$ cat config.mk
export PLATFORM = sky130hd
export DESIGN_NAME = obs_next
export DESIGN_NICKNAME = d
export VERILOG_FILES = /design/src/rtl/obs_pkg.sv /design/src/rtl/obs_next.sv
export SDC_FILE = /design/constraint.sdc
export NUM_CORES = 1
export LEC_CHECK = 0
export ABC_AREA = 1
export BUFFER_PORTS_ARGS = -buffer_cell sky130_fd_sc_hd__buf_4
export CAP_MARGIN = 0
export CORE_AREA = 4 4 41 43
export DETAILED_ROUTE_END_ITERATION = 8
export DIE_AREA = 0 0 45 47
export GPL_ROUTABILITY_DRIVEN = 0
export REMOVE_ABC_BUFFERS = 1
export SYNTH_ARGS = -nofsm -noshare
export SYNTH_HDL_FRONTEND = slang
export SYNTH_SLANG_ARGS = --single-unit
$ cat constraint.sdc
create_clock -name vclk -period 0.8
set_clock_uncertainty 0.15 [all_clocks]
set_input_delay 0.16 -clock vclk [all_inputs]
set_output_delay 0.16 -clock vclk [all_outputs]
set_load 0.05 [all_outputs]
$ cat src/rtl/obs_pkg.sv
`timescale 1ns/1ps
package obs_pkg;
  typedef enum logic [1:0] {
    OBS_SHIFT = 2'b00,
    OBS_PRPG  = 2'b01,
    OBS_PLOAD = 2'b10,
    OBS_MISR  = 2'b11
  } obs_mode_e;
endpackage

$ cat src/rtl/obs_next.sv
`timescale 1ns/1ps
module obs_next
  import obs_pkg::*;
#(
  parameter int unsigned WIDTH = 8
) (
  input  obs_mode_e        mode,
  input  logic [WIDTH-1:0] state,
  input  logic             fb,
  input  logic [WIDTH-1:0] par_in,
  input  logic             scan_in,
  output logic [WIDTH-1:0] nxt
);
  localparam int unsigned MSB = WIDTH - 1;

  logic [WIDTH-1:0] shifted_fb;

  assign shifted_fb = {state[MSB-1:0], fb};

  always_comb begin
    case (mode)
      OBS_SHIFT: nxt = {state[MSB-1:0], scan_in};
      OBS_PRPG:  nxt = shifted_fb;
      OBS_PLOAD: nxt = par_in;
      OBS_MISR:  nxt = shifted_fb ^ par_in;
      default:   nxt = state;
    endcase
  end
endmodule

==> run summary <==
Outcome: finished with violations
Failing checks: negative setup slack
First-pass GRT wire length: 1250 um
Clk pwr share: 0
Max Slew Vio Count: 0
Routed vias: 417
Max incr delay on CP: 0.14 ns
Post-DRT Antenna Nets: 0
Area growth, synth to finish: 127%
Total track usage: 0.0732
Setup ws final: -0.249 ns
Final WL: 945 um
Std-Cell Rows: 13
Largest net degree at the start of global routing: 19
Worst Tran Pin Value: 0.110 ns
Largest area contributor in the synthesized netlist: nand2_1
Layout Nets: 105
RSZ-0062 raised after global routing: yes
Register area share after synthesis: 0
Setup_tns: -1.81 ns
CP dominant cell by count: nand2_1
Initial antenna violation count: 0
FFs & Latches: 0
Sw power: 0.257 mW
Worst Path Buf+Inv: 4
Crit path arrival time: 0.74 ns
FF/Latch Area: 0 um2
Synth Warn #: 0
Crit Path Max Fanout: 7
Top cells by area, synth: nand2_1 46%, nand4_1 19%, inv_1 11%, buf_6 8.3%, buf_12 7.4%
Mapped Area: 270 um2
Die X: 45 um
Crit path launch: mode[0]
Worst Setup EP: nxt[7]
Min-delay worst type: input port to primary output
N_diodes: 0
Max-cap viol count: 0
Share of power burned in registers: 0
Vias in the first global route: 308
Sw Ratio: 0.536
Syn Area/Cell: 4.91 um2
Port Buffers: 27
Rel. slew slack: 0.927
Dpl ws: -0.356 ns
Die ar.: 0.00212 mm2
Hpwl dp: 673 um
HP Start: scan_in
Final Cycle Share: 1.31
P_leak: 0.353 nW
Drc violations: 0
Fmax: 0.953 GHz
Vias per inst: 4.26
Share of cells above drive strength 1: 0.494
Period minus WS final: 1.05 ns
Combinational Power Share: 1.000
PD cells: 781 mW/mm2
Final setup viols: 8
# hold bufs at CTS: 0
Io pins: 28
# clk buffers: 0
Setup CP Type: input port to primary output
DIE HEIGHT: 47 um
Worst Setup End Kind: primary output
Critical Path RT: 0.49 ns
Slowest CP cell: buf_6
DR pass1 iterations: 4
Max rail drop VDD: 0.000330 V
Starting Density: 0.208
Final hold violations: 0
Startpoint types: input port
Iteration-0 DRC Markers: 6
Power Internal: 0.223 mW
Cells after Synth: 55
Core area: 0.00130 mm2
CP Cell Sequence: buf_12, inv_8, nand2_8, nand2_2, nand2_1, nand2_1, inv_1, buf_6
Worst path depth: 8
Wire per inst: 9.64 um
Kind of cell adding the most delay to the critical path: buffers and inverters
Grt ovf: 0
Post-synth cell types: 8
Share of the synthesized area in the top cell type: 0.458
Post-CTS Setup Inserts: 0
worst min-delay path: stages:
cell	delay (ns)
buf_4	0.08
nand2_1	0.04
nand2_1	0.07
buf_6	0.15
worst min path at each step:
stage,to,slack [ns],cells after the start
4_1_cts,nxt[0],0.51,4
6_report,nxt[0],0.51,4
3_3_place_gp,nxt[0],0.53,4
5_1_grt,nxt[0],0.54,4
3_5_place_dp,nxt[0],0.53,4
2_1_floorplan,nxt[3],0.47,4
area by class of cell:
class / instances / area (um2)
inverters: 8 / 37.5
fillers: 133 / 687
repair buffers: 31 / 342
well taps: 15 / 18.8
multi-input cells: 44 / 216
metal layers:
metal,vias to the layer above,GRT usage,share of wire
li1,232,-,-
met1,165,0.103,0.41
met2,20,0.121,0.47
met3,0,0.0153,0.12
met4,0,0,0
met5,-,0,0
stage by stage:
step                hold WS (ns)  instance area [um2]  power, mW  cells   util
CTS                        0.510                  546      0.443     96  0.419
floorplan                  0.469                  228      0.207     52      -
global placement           0.525                  464      0.380     96  0.357
global route               0.539                  614      0.510     98  0.472
finish                     0.508                  614      0.480     98  0.472
detailed placement         0.527                  464      0.382     96  0.357
cell usage after synthesis:
cell type	number
buf_6	2
nand2_1	33
nand2_2	1
buf_12	1
nand4_1	8
inv_1	8
nor2_2	1
nand2_4	1
placed cells by master, fill, tap and decap left out, drive strengths merged:
| master | n |
|---|---|
| nor2 | 1 |
| nand2 | 35 |
| inv | 8 |
| clkbuf | 2 |
| nand4 | 8 |
| buf | 29 |
cell families after synthesis:
kind of cell	count (synthesis)	synth area share
buffers and inverters	11	0.269
and+or+nand+nor	44	0.732
timing repair:
item / 4_1_cts / 5_1_grt
cloned: 0 / 2
setup endpoints to repair: 8 / 8
gates resized for setup: 22 / 7
pin swaps: 3 / 2
power groups by stage:
stage	Sequential, mW	Clock [mW]	Combinational [mW]
2_1_floorplan	0	0	0.207
3_3_place_gp	0	0	0.380
3_5_place_dp	0	0	0.382
4_1_cts	0	0	0.443
5_1_grt	0	0	0.510
6_report	0	0	0.480
No activity file was read; power rests on OpenSTA's default activity.
